### src/rtl/i2c_stx_pkg.sv
package i2c_stx_pkg;
    typedef enum logic [2:0] {
        ST_IDLE, ST_ADDR, ST_ADDR_ACK, ST_HOLD,
        ST_TX, ST_WAIT_ACK, ST_DONE, ST_BUS_ERR
    } stx_state_e;

    localparam logic [7:0] CODE_ADDR_READ  = 8'hA8;
    localparam logic [7:0] CODE_ACKED      = 8'hB8;
    localparam logic [7:0] CODE_NACKED     = 8'hC0;
    localparam logic [7:0] CODE_LAST_ACKED = 8'hC8;
    localparam logic [7:0] CODE_NONE       = 8'hF8;
    localparam logic [7:0] CODE_BUS_ERR    = 8'h00;
endpackage

### src/rtl/i2c_stx_sync.sv
module i2c_stx_sync #(
    parameter int STAGES = 2
) (
    input  logic clk,
    input  logic rst_n,
    input  logic scl_i,
    input  logic sda_i,
    output logic sda_lvl,
    output logic start_det,
    output logic stop_det,
    output logic scl_rise,
    output logic scl_fall
);
    logic [STAGES-1:0] scl_pipe;
    logic [STAGES-1:0] sda_pipe;
    logic              scl_prev;
    logic              sda_prev;
    logic              scl_cur;

    always_ff @(posedge clk or negedge rst_n) begin
        if (!rst_n) begin
            scl_pipe <= '1;
            sda_pipe <= '1;
            scl_prev <= 1'b1;
            sda_prev <= 1'b1;
        end else begin
            scl_pipe <= {scl_pipe[STAGES-2:0], scl_i};
            sda_pipe <= {sda_pipe[STAGES-2:0], sda_i};
            scl_prev <= scl_pipe[STAGES-1];
            sda_prev <= sda_pipe[STAGES-1];
        end
    end

    assign scl_cur   = scl_pipe[STAGES-1];
    assign sda_lvl   = sda_pipe[STAGES-1];
    // SDA edges while SCL stays high mark START (falling) and STOP (rising)
    assign start_det = scl_cur & scl_prev & sda_prev & ~sda_lvl;
    assign stop_det  = scl_cur & scl_prev & ~sda_prev & sda_lvl;
    assign scl_rise  = scl_cur & ~scl_prev;
    assign scl_fall  = ~scl_cur & scl_prev;
endmodule

### src/rtl/i2c_stx_fsm.sv
module i2c_stx_fsm
    import i2c_stx_pkg::*;
#(
    parameter int ADDR_W = 7,
    parameter int DATA_W = 8
) (
    input  logic              clk,
    input  logic              rst_n,
    input  logic              start_det,
    input  logic              stop_det,
    input  logic              scl_rise,
    input  logic              scl_fall,
    input  logic              sda_lvl,
    input  logic [ADDR_W-1:0] own_addr,
    input  logic              ack_en,
    input  logic [DATA_W-1:0] tx_data,
    input  logic              irq_clr,
    input  logic              stop_req,
    output logic              scl_hold,
    output logic              sda_low,
    output logic              irq,
    output logic [7:0]        code,
    output logic              stop_bit
);
    localparam int FRAME_W = ADDR_W + 1;
    localparam int MAX_W   = (DATA_W > FRAME_W) ? DATA_W : FRAME_W;
    localparam int CNT_W   = $clog2(MAX_W + 1);

    stx_state_e          state, nxt;
    logic [FRAME_W-1:0]  rx_sh;
    logic [DATA_W-1:0]   tx_sh;
    logic [CNT_W-1:0]    bit_cnt;
    logic                last_q, ack_q, irq_q, scl_hold_q, sda_low_q, stop_q;
    logic [7:0]          code_q;
    logic                in_frame, bus_err, addr_hit;

    assign in_frame = (state == ST_ADDR) || (state == ST_ADDR_ACK) ||
                      (state == ST_TX)   || (state == ST_WAIT_ACK);
    assign bus_err  = in_frame && (start_det || stop_det);
    assign addr_hit = (rx_sh == {own_addr, 1'b1}) && ack_en;

    // state register
    always_ff @(posedge clk or negedge rst_n) begin
        if (!rst_n) state <= ST_IDLE;
        else        state <= nxt;
    end

    // next-state logic
    always_comb begin
        nxt = state;
        unique case (state)
            ST_IDLE:     if (start_det) nxt = ST_ADDR;
            ST_ADDR:
                if (bus_err) nxt = ST_BUS_ERR;
                else if (scl_fall && bit_cnt == CNT_W'(FRAME_W))
                    nxt = addr_hit ? ST_ADDR_ACK : ST_IDLE;
            ST_ADDR_ACK:
                if (bus_err)       nxt = ST_BUS_ERR;
                else if (scl_fall) nxt = ST_HOLD;
            ST_HOLD:     if (irq_clr) nxt = ST_TX;
            ST_TX:
                if (bus_err) nxt = ST_BUS_ERR;
                else if (scl_fall && bit_cnt == CNT_W'(DATA_W - 1))
                    nxt = ST_WAIT_ACK;
            ST_WAIT_ACK:
                if (bus_err)       nxt = ST_BUS_ERR;
                else if (scl_fall) nxt = (!ack_q && !last_q) ? ST_HOLD : ST_DONE;
            ST_DONE:     if (irq_clr) nxt = ST_IDLE;
            ST_BUS_ERR:  if (stop_q && (irq_clr || !irq_q)) nxt = ST_IDLE;
        endcase
    end

    // datapath and output registers
    always_ff @(posedge clk or negedge rst_n) begin
        if (!rst_n) begin
            rx_sh      <= '0;
            tx_sh      <= '0;
            bit_cnt    <= '0;
            last_q     <= 1'b0;
            ack_q      <= 1'b1;
            irq_q      <= 1'b0;
            scl_hold_q <= 1'b0;
            sda_low_q  <= 1'b0;
            stop_q     <= 1'b0;
            code_q     <= CODE_NONE;
        end else begin
            if (irq_clr) begin
                irq_q      <= 1'b0;
                scl_hold_q <= 1'b0;
            end
            if (stop_req && state == ST_BUS_ERR) stop_q <= 1'b1;
            if (nxt == ST_BUS_ERR && state != ST_BUS_ERR) begin
                irq_q      <= 1'b1;
                scl_hold_q <= 1'b1;
                sda_low_q  <= 1'b0;
                code_q     <= CODE_BUS_ERR;
            end else begin
                unique case (state)
                    ST_IDLE: begin
                        sda_low_q <= 1'b0;
                        if (start_det) bit_cnt <= '0;
                    end
                    ST_ADDR: begin
                        if (scl_rise) begin
                            rx_sh   <= {rx_sh[FRAME_W-2:0], sda_lvl};
                            bit_cnt <= bit_cnt + 1'b1;
                        end
                        if (nxt == ST_ADDR_ACK) sda_low_q <= 1'b1;
                    end
                    ST_ADDR_ACK:
                        if (nxt == ST_HOLD) begin
                            sda_low_q  <= 1'b0;
                            irq_q      <= 1'b1;
                            scl_hold_q <= 1'b1;
                            code_q     <= CODE_ADDR_READ;
                        end
                    ST_HOLD:
                        if (nxt == ST_TX) begin
                            tx_sh     <= tx_data;
                            sda_low_q <= ~tx_data[DATA_W-1];
                            last_q    <= ~ack_en;
                            bit_cnt   <= '0;
                        end
                    ST_TX:
                        if (scl_fall) begin
                            if (bit_cnt == CNT_W'(DATA_W - 1)) begin
                                sda_low_q <= 1'b0;
                            end else begin
                                tx_sh     <= tx_sh << 1;
                                sda_low_q <= ~tx_sh[DATA_W-2];
                                bit_cnt   <= bit_cnt + 1'b1;
                            end
                        end
                    ST_WAIT_ACK: begin
                        if (scl_rise) ack_q <= sda_lvl;
                        if (scl_fall) begin
                            irq_q      <= 1'b1;
                            scl_hold_q <= 1'b1;
                            code_q     <= ack_q  ? CODE_NACKED :
                                          last_q ? CODE_LAST_ACKED : CODE_ACKED;
                        end
                    end
                    ST_DONE: sda_low_q <= 1'b0;
                    ST_BUS_ERR: begin
                        sda_low_q <= 1'b0;
                        if (nxt == ST_IDLE) begin
                            stop_q     <= 1'b0;
                            irq_q      <= 1'b0;
                            scl_hold_q <= 1'b0;
                        end
                    end
                endcase
            end
        end
    end

    assign scl_hold = scl_hold_q;
    assign sda_low  = sda_low_q;
    assign irq      = irq_q;
    assign code     = code_q;
    assign stop_bit = stop_q;

    a_r7_hold_while_irq: assert property (@(posedge clk) disable iff (!rst_n)
        irq_q |-> scl_hold_q);
    a_r2_a8_after_ack: assert property (@(posedge clk) disable iff (!rst_n)
        ($rose(irq_q) && code_q == CODE_ADDR_READ) |-> $past(state) == ST_ADDR_ACK);
    a_r9_err_frees_sda: assert property (@(posedge clk) disable iff (!rst_n)
        (state == ST_BUS_ERR) |-> !sda_low_q);
    a_r10_stop_only_in_err: assert property (@(posedge clk) disable iff (!rst_n)
        $rose(stop_q) |-> state == ST_BUS_ERR);
    a_r10_stop_clear_idle: assert property (@(posedge clk) disable iff (!rst_n)
        $fell(stop_q) |-> (state == ST_IDLE && !irq_q));
    a_r5_idle_released: assert property (@(posedge clk) disable iff (!rst_n)
        (state == ST_IDLE) |-> (!sda_low_q && !scl_hold_q));
endmodule

### src/rtl/i2c_slave_tx.sv
module i2c_slave_tx
    import i2c_stx_pkg::*;
#(
    parameter int ADDR_W      = 7,
    parameter int DATA_W      = 8,
    parameter int SYNC_STAGES = 2
) (
    input  logic              clk,
    input  logic              rst_n,
    input  logic              scl_i,
    input  logic              sda_i,
    output logic              scl_oe,
    output logic              sda_oe,
    input  logic [ADDR_W-1:0] own_addr,
    input  logic              ack_en,
    input  logic [DATA_W-1:0] tx_data,
    input  logic              irq_clr,
    input  logic              stop_req,
    output logic              irq,
    output logic              stop_bit,
    output logic [7:0]        status
);
    logic       sda_lvl, start_det, stop_det, scl_rise, scl_fall;
    logic [7:0] code;

    i2c_stx_sync #(.STAGES(SYNC_STAGES)) u_sync (
        .clk(clk), .rst_n(rst_n), .scl_i(scl_i), .sda_i(sda_i),
        .sda_lvl(sda_lvl), .start_det(start_det), .stop_det(stop_det),
        .scl_rise(scl_rise), .scl_fall(scl_fall)
    );

    i2c_stx_fsm #(.ADDR_W(ADDR_W), .DATA_W(DATA_W)) u_fsm (
        .clk(clk), .rst_n(rst_n), .start_det(start_det), .stop_det(stop_det),
        .scl_rise(scl_rise), .scl_fall(scl_fall), .sda_lvl(sda_lvl),
        .own_addr(own_addr), .ack_en(ack_en), .tx_data(tx_data),
        .irq_clr(irq_clr), .stop_req(stop_req), .scl_hold(scl_oe),
        .sda_low(sda_oe), .irq(irq), .code(code), .stop_bit(stop_bit)
    );

    assign status = irq ? code : CODE_NONE;
endmodule

### config.mk
export PLATFORM = sky130hd
export DESIGN_NAME = i2c_slave_tx
export DESIGN_NICKNAME = d
export VERILOG_FILES = /design/src/rtl/i2c_stx_pkg.sv /design/src/rtl/i2c_stx_sync.sv /design/src/rtl/i2c_stx_fsm.sv /design/src/rtl/i2c_slave_tx.sv
export SDC_FILE = /design/constraint.sdc
export NUM_CORES = 1
export LEC_CHECK = 0
export ABC_AREA = 1
export BUFFER_PORTS_ARGS = -buffer_cell sky130_fd_sc_hd__buf_4
export CAP_MARGIN = 15
export CORE_MARGIN = 5
export CORE_UTILIZATION = 45
export DETAILED_ROUTE_END_ITERATION = 16
export PLACE_DENSITY = 0.65
export SLEW_MARGIN = 10
export SYNTH_ARGS = -nofsm -noshare
export SYNTH_HDL_FRONTEND = slang
export SYNTH_SLANG_ARGS = --single-unit
### constraint.sdc
create_clock -name clk -period 5.44 [get_ports clk]
set_clock_uncertainty 0.05 [all_clocks]
set_input_delay 0.544 -clock clk [delete_from_list [all_inputs] [get_ports clk]]
set_output_delay 0.544 -clock clk [all_outputs]
set_load 0.01 [all_outputs]
* Word level (Yosys, flattened, before mapping)
Cells that the tools add are included.
** Cells by class
- Multiplexer cells :: 55
- Reduce and logical (&&, ||, !) cells :: 30
- Equality and inequality tests :: 25
- Bitwise logic cells :: 15
- Add/sub/neg operators :: 1
** Operators by type and width (count)
- $mux 8 :: 5
- $mux 3 :: 13
- $mux 7 :: 4
- $pmux 3 s8 :: 1
- $mux 1 :: 20
- $mux 4 :: 5
- $eq 3x3->1 const B :: 6
- $pmux 4 s4 :: 1
- $pmux 8 s2 :: 1
- $pmux 7 s2 :: 1
- $eq 3x2->1 const B :: 4
- $reduce_and 3->1 :: 4
- $reduce_and 5->1 :: 2
- $ne 3x3->1 const B :: 3
- $eq 8x8->1 :: 1
- $logic_and 1x1->1 :: 8
- $not 1->1 :: 8
- $and 1x1->1 :: 7
- $reduce_and 7->1 :: 1
- $logic_not 3->1 :: 2
- $ne 2x1->1 const B :: 3
- $ne 3x2->1 const B :: 2
- $pmux 1 s3 :: 2
- $reduce_bool 6->1 :: 1
- 14 further kinds :: 21
** Word-level totals
- Word-level logic and storage cells :: 141
- Bits in registers :: 42
- Output and inout bits :: 12
- Input port bits :: 22

* Depth between registers and ports, before layout
Gate-level depths: netlist of the first run.
- Depth in word-level cells :: 11
- Gate-level depth with buffers :: 16
- Mapped depth without buffers :: 16

* Cells and area by module
From an unflattened synthesis of the first run, not the netlist that was laid out.
** Unflattened totals
- Cells, all modules :: 299
- Area total of the unflattened synthesis :: 2307.2 um^2
** Modules (own cells, without submodules)
- i2c_stx_fsm :: area each 2043.2 um^2, cells each 265, seq. area each 833.3 um^2, times used 1
- i2c_stx_sync :: area each 198.9 um^2, cells each 17, seq. area each 157.7 um^2, times used 1
- i2c_slave_tx :: area each 65.1 um^2, cells each 17, seq. area each 0.0 um^2, times used 1

* Least setup slack after synthesis of the first run
Ideal clock, no wire load.
- Kind :: flip-flop to flip-flop
- From :: register u_sync.scl_prev
- To :: register u_fsm.sda_low_q (netlist: u_fsm.sda_low)
- Library setup time :: 0.117 ns
- Path buffers :: 0
- Cell stages (with the launch flop) :: 14
- Clock period less this slack :: 1.719 ns
- Path slack :: 3.721 ns
- Arrival time :: 1.552 ns
- Required time :: 5.273 ns
- Cells stage by stage :: dfstp_2 -> inv_2 -> nor2_4 -> inv_2 -> nand2_1 -> inv_1 -> nor2_1 -> nand3_2 -> a21oi_4 -> nand3_2 -> nand2_2 -> nand3_1 -> nand2_1 -> nand2_1
** On the way
- Word-level cells in the longest chain between the ends :: 11
- Elaborated cells on any way between the ends :: 32
- Classes of those cells :: 8 x eq/ne; 11 x mux; 6 x bitwise; 7 x reduce/logical
** RTL lines
- start: declaration :: RTL line i2c_stx_sync.sv:16 : logic scl_prev;
- start signal: assignment :: RTL line i2c_stx_sync.sv:29 : scl_prev <= scl_pipe[STAGES-1];
- $and 1x1->1 :: RTL line i2c_stx_sync.sv:37, i2c_stx_sync.sv:38
- $and 1x1->1 (on tied branches) (2 in a row) :: RTL line i2c_stx_sync.sv:37, i2c_stx_sync.sv:38
- $logic_or 1x1->1 :: RTL line i2c_stx_fsm.sv:39 : assign bus_err = in_frame && (start_det || stop_det);
- $logic_and 1x1->1 :: RTL line i2c_stx_fsm.sv:39
- $mux 3 (on tied branches)
- $pmux 3 s8 :: RTL line i2c_stx_fsm.sv:51 : unique case (state)
- $eq 3x3->1 :: RTL line i2c_stx_fsm.sv:92 : if (nxt == ST_BUS_ERR && state != ST_BUS_ERR) begin
- $logic_and 1x1->1 :: RTL line i2c_stx_fsm.sv:92
- $ne 3x2->1 (no line), or another cell as far along
- $reduce_and 5->1 (no line)
- end signal: assignment :: RTL line i2c_stx_fsm.sv:120 : sda_low_q <= ~tx_data[DATA_W-1];
- end signal: assignment :: RTL line i2c_stx_fsm.sv:130 : sda_low_q <= ~tx_sh[DATA_W-2];
- end: declaration :: RTL line i2c_stx_fsm.sv:33 : logic last_q, ack_q, irq_q, scl_hold_q, sda_low_q, stop_q;
Parallel ways exist; a longest one is shown, timed or not.
A chain may end at the register's enable or synchronous reset.

* Worst setup path after layout of the first run
- From :: register u_fsm.state[1]
- To :: register u_fsm.sda_low_q (netlist: u_fsm.sda_low)
** On the way
- Word-level cells in the longest chain between the ends :: 11
- Elaborated cells on any way between the ends :: 40
- Classes of those cells :: 16 x eq/ne; 15 x mux; 9 x reduce/logical
** RTL lines
- start: declaration :: RTL line i2c_stx_fsm.sv:29 : stx_state_e state, nxt;
- start signal: assignment :: RTL line i2c_stx_fsm.sv:45 : else state <= nxt;
- $eq 3x1->1 / $eq 3x2->1 (equally long branches) :: RTL line i2c_stx_fsm.sv:37, i2c_stx_fsm.sv:51, i2c_stx_fsm.sv:98
- $logic_or 1x1->1 (2 in a row) :: RTL line i2c_stx_fsm.sv:37 : assign in_frame = (state == ST_ADDR) || (state == ST_ADDR_ACK) ||
- $logic_or 1x1->1 :: RTL line i2c_stx_fsm.sv:38 : (state == ST_TX) || (state == ST_WAIT_ACK);
- $logic_and 1x1->1 :: RTL line i2c_stx_fsm.sv:39
- $mux 3 (on tied branches)
- $pmux 3 s8 :: RTL line i2c_stx_fsm.sv:51
- $eq 3x3->1 :: RTL line i2c_stx_fsm.sv:92
- $logic_and 1x1->1 :: RTL line i2c_stx_fsm.sv:92
- $ne 3x2->1 (no line), or another cell as far along
- $reduce_and 5->1 (no line)
Parallel ways exist; a longest one is shown, timed or not.

==> results of run 1 <==
registers in the layout, summed over array words and instances, names as in the netlist:
signal and cells:
u_fsm.ack_q 1, u_fsm.bit_cnt 4, u_fsm.code 5, u_fsm.irq 1, u_fsm.last_q 1, u_fsm.rx_sh 8
u_fsm.scl_hold 1, u_fsm.sda_low 1, u_fsm.state 3, u_fsm.stop_bit 1, u_fsm.tx_sh 7, u_sync.scl_pipe 2
u_sync.scl_prev 1, u_sync.sda_pipe 2, u_sync.sda_prev 1
report_power, final:
part           internal (mW)  switching (mW)  total (mW)  leakage, nW
sequential             0.389          0.0634       0.453        0.469
combinational          0.192           0.310       0.502        0.857
clock                  0.115           0.101       0.217       0.0505
total                  0.697           0.475        1.17         1.38
through the flow:
step,instances,hold WS [ns],instance area [sq um]
6_report,399,0.151,2630
5_1_grt,399,0.192,2630
4_1_cts,399,0.177,2630
3_5_place_dp,391,0.297,2530
3_3_place_gp,391,0.296,2530
2_1_floorplan,301,0.198,2270
cell type report:
class | instances | area [sq um]
flip-flops and latches | 39 | 991
clock inverters | 1 | 7.51
well taps | 67 | 83.8
clock buffers | 7 | 96.3
repair buffers | 30 | 225
fillers | 461 | 2180
multi-input cells | 205 | 1040
inverters | 50 | 188
worst paths after layout:
path | start | end | slack [ns] | cells after the start
worst min-delay path | rst_n | u_fsm.tx_sh[3] | 0.15 | 1
worst min register to register | u_sync.scl_pipe[0] | u_sync.scl_pipe[1] | 0.31 | 0
worst max-delay path | u_fsm.state[1] | u_fsm.sda_low | 3.37 | 12
worst max register to register | u_fsm.state[1] | u_fsm.sda_low | 3.37 | 12
max in group asynchronous | rst_n | u_sync.sda_pipe[1] | 4.81 | 1
min in group clk | scl_i | u_sync.scl_pipe[0] | 0.31 | 1
cells in the final DEF, fill, tap and decap left out, types with 5 or more instances in the layout:
cell	n
nand4_1	5
clkbuf_8	7
dfstp_2	12
nand2_2	10
buf_4	30
nor2_1	27
dfrtp_1	27
o21ai_2	6
inv_1	42
nand2_1	85
nand3_1	17
inv_2	8
o211ai_1	5
o21ai_0	15
layer usage:
| layer | share of wire | wire length [um] |
|---|---|---|
| met1 | 0.46 | 2160 |
| met2 | 0.45 | 2120 |
| met3 | 0.063 | 294 |
| met4 | 0.024 | 114 |
| met5 | 0 | 0 |
logic make-up after synthesis:
family | count (synthesis) | share of synthesized area
AOI/OAI and AO/OA | 41 | 0.123
xor gates and xnor gates | 2 | 0.00773
adders and majority gates | 2 | 0.0110
buffers and inverters | 57 | 0.107
DFF | 39 | 0.437
other | 1 | 0.00165
and+or+nand+nor | 157 | 0.313
==> results_tabular.tex, run 1 <==
\begin{tabular}{lr}
\hline
Metric & Value \\
\hline
\multicolumn{2}{l}{\textbf{CTS}} \\
Latest clock arrival within the worst-skew pair & 0.29 ns \\
Number of sinks on the clock net & 39 \\
Count of buffers added by post-CTS timing repair for setup & 0 \\
Resized Gates After CTS & 0 \\
Number of buffers created by CTS & 5 \\
CTS tree & built \\
Clock-pin slew on the worst setup and hold paths & 0.07 ns \\
Largest buffer count on any clock path & 2 \\
H-tree levels & 2 \\
Clock Root Buffer & clkbuf\_8 \\
Hold-fix buffers, CTS & 0 \\
\multicolumn{2}{l}{\textbf{Worst setup path}} \\
Critical path startpoint category & register \\
Crit path capture type & register \\
List of cells traversed by the critical path & nor2\_2 > nand2\_2 > inv\_2 > nand2\_1 > a21oi\_1 > nor2\_1 > nand2\_1 > nand2\_1 > nand3\_1 > nand2\_1 > nand4\_1 > nand2\_1 \\
Data arrival time at the worst-slack endpoint & 2.21 ns \\
Worst-path fanout max & 14 \\
Worst path bufs/invs & 1 \\
Stage delay of the slowest cell on the critical path & 0.52 ns \\
Crit path top cell by count & nand2\_1 \\
Data required time of the worst path & 5.58 ns \\
Critical-path top delay cell & dfrtp\_1 \\
Class of the most critical setup path & reg2reg \\
Kind of cell with the highest combined delay on the critical path & simple AND/OR/NAND/NOR gates \\
\multicolumn{2}{l}{\textbf{Final layout}} \\
Final core occ & 0.546 \\
Share of post-route cells with drive strength above 1 & 0.262 \\
Fin nets & 355 \\
Area delta synth->final & 16.2\% \\
N\_diodes & 0 \\
\multicolumn{2}{l}{\textbf{Logic synthesis}} \\
Post-synthesis area per instance & 7.58 sq um \\
Sequential element share of the synthesized area & 0.437 \\
Synth unique cells & 34 \\
Flop and latch count out of synthesis & 39 \\
Area share of the leading cell type in the synthesized netlist & 0.298 \\
List of most frequent post-synthesis cells & nand2\_1 (85), inv\_1 (42), dfrtp\_1 (27), nor2\_1 (27), nand3\_1 (17) \\
Number of instances in the synthesized netlist & 299 \\
Most area-consuming cells after synthesis & dfrtp\_1 (30\%), nand2\_1 (14\%), dfstp\_2 (14\%), inv\_1 (7.0\%), nor2\_1 (4.5\%) \\
Post-synthesis cell type with the largest combined area & dfrtp\_1 \\
Primary flip-flop cell chosen by synthesis mapping & dfrtp\_1 \\
Number of warnings issued by yosys & 0 \\
FFs w/ async S/R, synth & 1.00 \\
EDFF count, synth & 0 \\
Post-synthesis instance area & 0.00227 sq mm \\
Most frequent cell after synthesis & nand2\_1 \\
\multicolumn{2}{l}{\textbf{Floorplan}} \\
Die X & 81.0 um \\
Placement row count & 25 \\
Area enclosed by the die boundary & 0.00655 sq mm \\
DIE HEIGHT & 81.0 um \\
I/O pin count & 34 \\
Starting density of the core & 0.470 \\
Placeable core region & 0.00482 sq mm \\
\multicolumn{2}{l}{\textbf{Global route}} \\
Met3 usage in global routing & 0.0366 \\
Initial antenna violation count & 0 \\
Total track usage & 0.162 \\
Most used routing layer in global routing & met2 \\
First-pass GRT wire length & 8120 um \\
GRT overflow & 0 \\
Largest net degree at the start of global routing & 40 \\
Met1 GRT Util & 0.206 \\
Met2 demand-to-capacity share in global routing & 0.264 \\
Number of global-route vias before repair & 1,805 \\
\multicolumn{2}{l}{\textbf{Placement}} \\
PortBufs & 30 \\
Dpl ws & 3.45 ns \\
Detail Placement HPWL & 3590 um \\
Weighted congestion at the end of routability-driven global placement & 0.945 \\
\multicolumn{2}{l}{\textbf{Routing}} \\
First-pass detailed-route iteration total & 4 \\
Overall routed net length & 4690 um \\
Vias after detailed routing & 1,897 \\
DRT iter0 DRCs & 176 \\
Average detailed-routed wire length per instance & 11.8 um \\
Vias per cell & 4.75 \\
DRC Markers & 0 \\
Detail Route Antenna Nets & 0 \\
\multicolumn{2}{l}{\textbf{Pwr}} \\
Pwr/cell area & 445 mW/mm\^{}2 \\
Leakage component of the power & 1.38 nW \\
Max IR drop VDD & 0.000209 V \\
Power consumption & 1.17 mW \\
\multicolumn{2}{l}{\textbf{Timing}} \\
Setup-failing EPs final & 0 \\
Unrepaired setup endpoints after global routing & false \\
Total negative slack & 0 ns \\
Final max-slew violation count & 0 \\
Final Hold Vio Count & 0 \\
Upper clock frequency limit & 0.483 GHz \\
Fraction of the cycle the final worst path needs & 0.380 \\
Final critical delay including setup and external delays & 2.07 ns \\
Final worst setup slack & 3.37 ns \\
\multicolumn{2}{l}{\textbf{Run status}} \\
Result of the run & completed \\
\multicolumn{2}{l}{\textbf{Min path}} \\
Classification of the worst-slack hold path & in2async \\
\multicolumn{2}{l}{\textbf{Flow run}} \\
Max-capacitance violation count & 0 \\
\hline
\end{tabular}
(Power assumes the default switching activity.)
==> run 2: changes to the inputs <==
Settings changed: PLACE_DENSITY 0.65 to 0.68.
Clock period 5.44 ns to 1.8 ns, I/O delays scaled along.
==> results_tabular.tex, run 2 (synthesized netlist as in run 1, its figures left out) <==
\begin{tabular}{lr}
\hline
Metric & Value \\
\hline
\multicolumn{2}{l}{\textbf{Worst setup path}} \\
Class of the most critical setup path & reg2reg \\
Stage delay of the slowest cell on the critical path & 0.56 ns (+0.04 ns) \\
Kind of cell with the highest combined delay on the critical path & simple AND/OR/NAND/NOR gates \\
List of cells traversed by the critical path & inv\_2 > nand4\_1 > nand2\_2 > nand2\_4 > nand4\_1 > nor2\_1 > nand2\_2 > nand3\_4 > nand2\_2 > nand2\_4 > nand2\_2 > nand2\_1 > nand2\_1 \\
Crit path capture type & register \\
Worst-path fanout max & 4 (-10) \\
Crit path top cell by count & nand2\_2 \\
Launch point of the worst path & u\_sync.sda\_pipe[1] \\
Data arrival time at the worst-slack endpoint & 2.00 ns (-0.21 ns) \\
Critical path startpoint category & register \\
Worst path bufs/invs & 1 (unchanged) \\
Startpoint of the worst register-to-register path & u\_sync.sda\_pipe[1] \\
Data required time of the worst path & 1.94 ns (-3.64 ns) \\
Critical-path top delay cell & dfstp\_2 \\
\multicolumn{2}{l}{\textbf{Final layout}} \\
Area delta synth->final & 30.4\% \\
Commonest cells after routing, fill and taps aside & nand2\_1 (76), buf\_4 (59), inv\_1 (38) \\
Share of post-route cells with drive strength above 1 & 0.375 (+0.113) \\
Fin nets & 388 (+9.3\%) \\
Largest register by flop count & u\_fsm.rx\_sh \\
Most frequent standard cell in the layout excluding fill and tap cells & nand2\_1 \\
Post-Layout Inst Area & 0.00295 sq mm (+12\%) \\
N\_diodes & 0 (unchanged) \\
Number of flip-flops under the largest register name & 8 (unchanged) \\
\multicolumn{2}{l}{\textbf{CTS}} \\
Largest buffer count on any clock path & 2 (unchanged) \\
Clock Root Buffer & clkbuf\_8 \\
CTS tree & built \\
Clock-pin slew on the worst setup and hold paths & 0.08 ns (about the same) \\
Number of sinks on the clock net & 39 (unchanged) \\
Number of buffers created by CTS & 5 (unchanged) \\
H-tree levels & 2 (unchanged) \\
Latest clock arrival within the worst-skew pair & 0.30 ns (about the same) \\
\multicolumn{2}{l}{\textbf{Placement}} \\
Weighted congestion at the end of routability-driven global placement & 0.940 (-0.60\%) \\
Detail Placement HPWL & 3720 um (+3.5\%) \\
Dpl cell area & 0.00270 sq mm (+6.8\%) \\
PortBufs & 30 (unchanged) \\
\multicolumn{2}{l}{\textbf{Timing}} \\
Final Hold Vio Count & 0 (unchanged) \\
Setup-failing EPs final & 11 (+11) \\
Final worst setup slack & -0.0551 ns (-3.43 ns) \\
Upper clock frequency limit & 0.539 GHz (+12\%) \\
Final max-slew violation count & 0 (unchanged) \\
Unrepaired setup endpoints after global routing & true \\
Final critical delay including setup and external delays & 1.86 ns (-0.214 ns) \\
Fraction of the cycle the final worst path needs & 1.03 (+0.650) \\
\multicolumn{2}{l}{\textbf{Floorplan}} \\
DIE HEIGHT & 81.0 um (unchanged) \\
Placeable core region & 0.00482 sq mm (unchanged) \\
Die X & 81.0 um (unchanged) \\
I/O pin count & 34 (unchanged) \\
Starting density of the core & 0.470 (unchanged) \\
Area enclosed by the die boundary & 0.00655 sq mm (unchanged) \\
Placement row count & 25 (unchanged) \\
\multicolumn{2}{l}{\textbf{Pwr}} \\
Pwr/cell area & 1310 mW/mm\^{}2 (+190\%) \\
Leakage component of the power & 1.54 nW (+12\%) \\
Power consumption & 3.86 mW (+230\%) \\
Max IR drop VDD & 0.000553 V (+160\%) \\
\multicolumn{2}{l}{\textbf{Global route}} \\
Number of global-route vias before repair & 1,961 (+8.6\%) \\
Largest net degree at the start of global routing & 40 (unchanged) \\
Total track usage & 0.171 (+0.00841) \\
Initial antenna violation count & 0 (unchanged) \\
First-pass GRT wire length & 8650 um (+6.5\%) \\
GRT overflow & 0 (unchanged) \\
\multicolumn{2}{l}{\textbf{Routing}} \\
Overall routed net length & 4970 um (+6.0\%) \\
DRT iter0 DRCs & 93 (-47\%) \\
Average detailed-routed wire length per instance & 11.5 um (-2.1\%) \\
First-pass detailed-route iteration total & 4 (unchanged) \\
Vias after detailed routing & 2,025 (+6.7\%) \\
Vias per cell & 4.69 (-1.4\%) \\
Detail Route Antenna Nets & 0 (unchanged) \\
DRC Markers & 0 (unchanged) \\
\multicolumn{2}{l}{\textbf{Flow run}} \\
Max-capacitance violation count & 0 (unchanged) \\
\multicolumn{2}{l}{\textbf{Run status}} \\
Result of the run & finished with violations \\
Violations in the final reports & negative setup slack \\
\multicolumn{2}{l}{\textbf{Min path}} \\
Classification of the worst-slack hold path & in2reg \\
Hold Crit Start & ack\_en \\
\hline
\end{tabular}
-- run 2: cell types whose count changed in the layout (fill, tap and decap cells not counted), moves of 3 or more --
| cell | change |
|---|---|
| buf_4 | +29 |
| nand2_1 | -9 |
| nand2_2 | +6 |
| inv_1 | -4 |
| nor2_1 | -4 |
| nor2_2 | +4 |
| dlygate4sd3_1 | +3 |
-- run 2: timing repair --
action                                  4_1_cts  5_1_grt
hold buffers                                  3        0
pin swaps                                     9        7
gates resized for setup                      12       17
hold endpoints to repair                     29        0
endpoints found under the setup margin       20       30
buffers inserted                              2        5
-- run 2: area by class of cell --
type,count,area [sq um]
Fill cell,454,1860
Multi-Input combinational cell,205,1110
Sequential cell,39,993
Timing Repair Buffer,63,484
Inverter,50,193
Tap cell,67,83.8
Clock buffer,5,68.8
Clock inverter,3,25.0
-- run 2: worst register-to-register path: cells and delay by family (launching register included) --
| family | cells | cell delay, ns |
|---|---|---|
| buffers and inverters | 1 | 0.04 |
| DFF | 1 | 0.56 |
| and+or+nand+nor | 12 | 1.10 |
-- run 2: per-stage QoR --
stage                     TNS (ns)  setup WS (ns)  instances  utilization  hold WS (ns)
after floorplan                  0         0.0807        301            -        -0.166
after global placement      -0.269        -0.0407        414        0.561         0.128
after detailed placement    -0.586        -0.0623        414        0.561         0.130
after CTS                   -0.199        -0.0407        427        0.597        0.0169
after global routing         -2.87         -0.210        432        0.613        0.0163
final                       -0.317        -0.0551        432        0.613        0.0191
-- run 2: power by group --
| part | internal, mW | leakage (nW) | total [mW] | switching, mW |
|---|---|---|---|---|
| Clock | 0.277 | 0.0443 | 0.608 | 0.331 |
| Combinational | 0.811 | 1.03 | 1.90 | 1.09 |
| Sequential | 1.18 | 0.466 | 1.36 | 0.177 |
| Total | 2.27 | 1.54 | 3.86 | 1.60 |
-- run 2: worst paths after layout --
kind / to / slack (ns) / cells after the start
max in group asynchronous: u_fsm.code[7] / 1.01 / 2
min in group asynchronous: u_fsm.tx_sh[2] / 0.32 / 2
setup reg to reg: u_fsm.scl_hold / -0.06 / 13
hold / removal: u_fsm.last_q / 0.02 / 2
hold reg to reg: u_sync.sda_pipe[1] / 0.31 / 0
setup / recovery: u_fsm.scl_hold / -0.06 / 13
-- run 2: per-layer routing --
layer	GRT usage	up-vias	routed length, um
li1	-	1063	-
met1	0.212	909	2280
met2	0.291	44	2380
met3	0.0366	9	216
met4	0.0591	0	96
met5	0	-	0
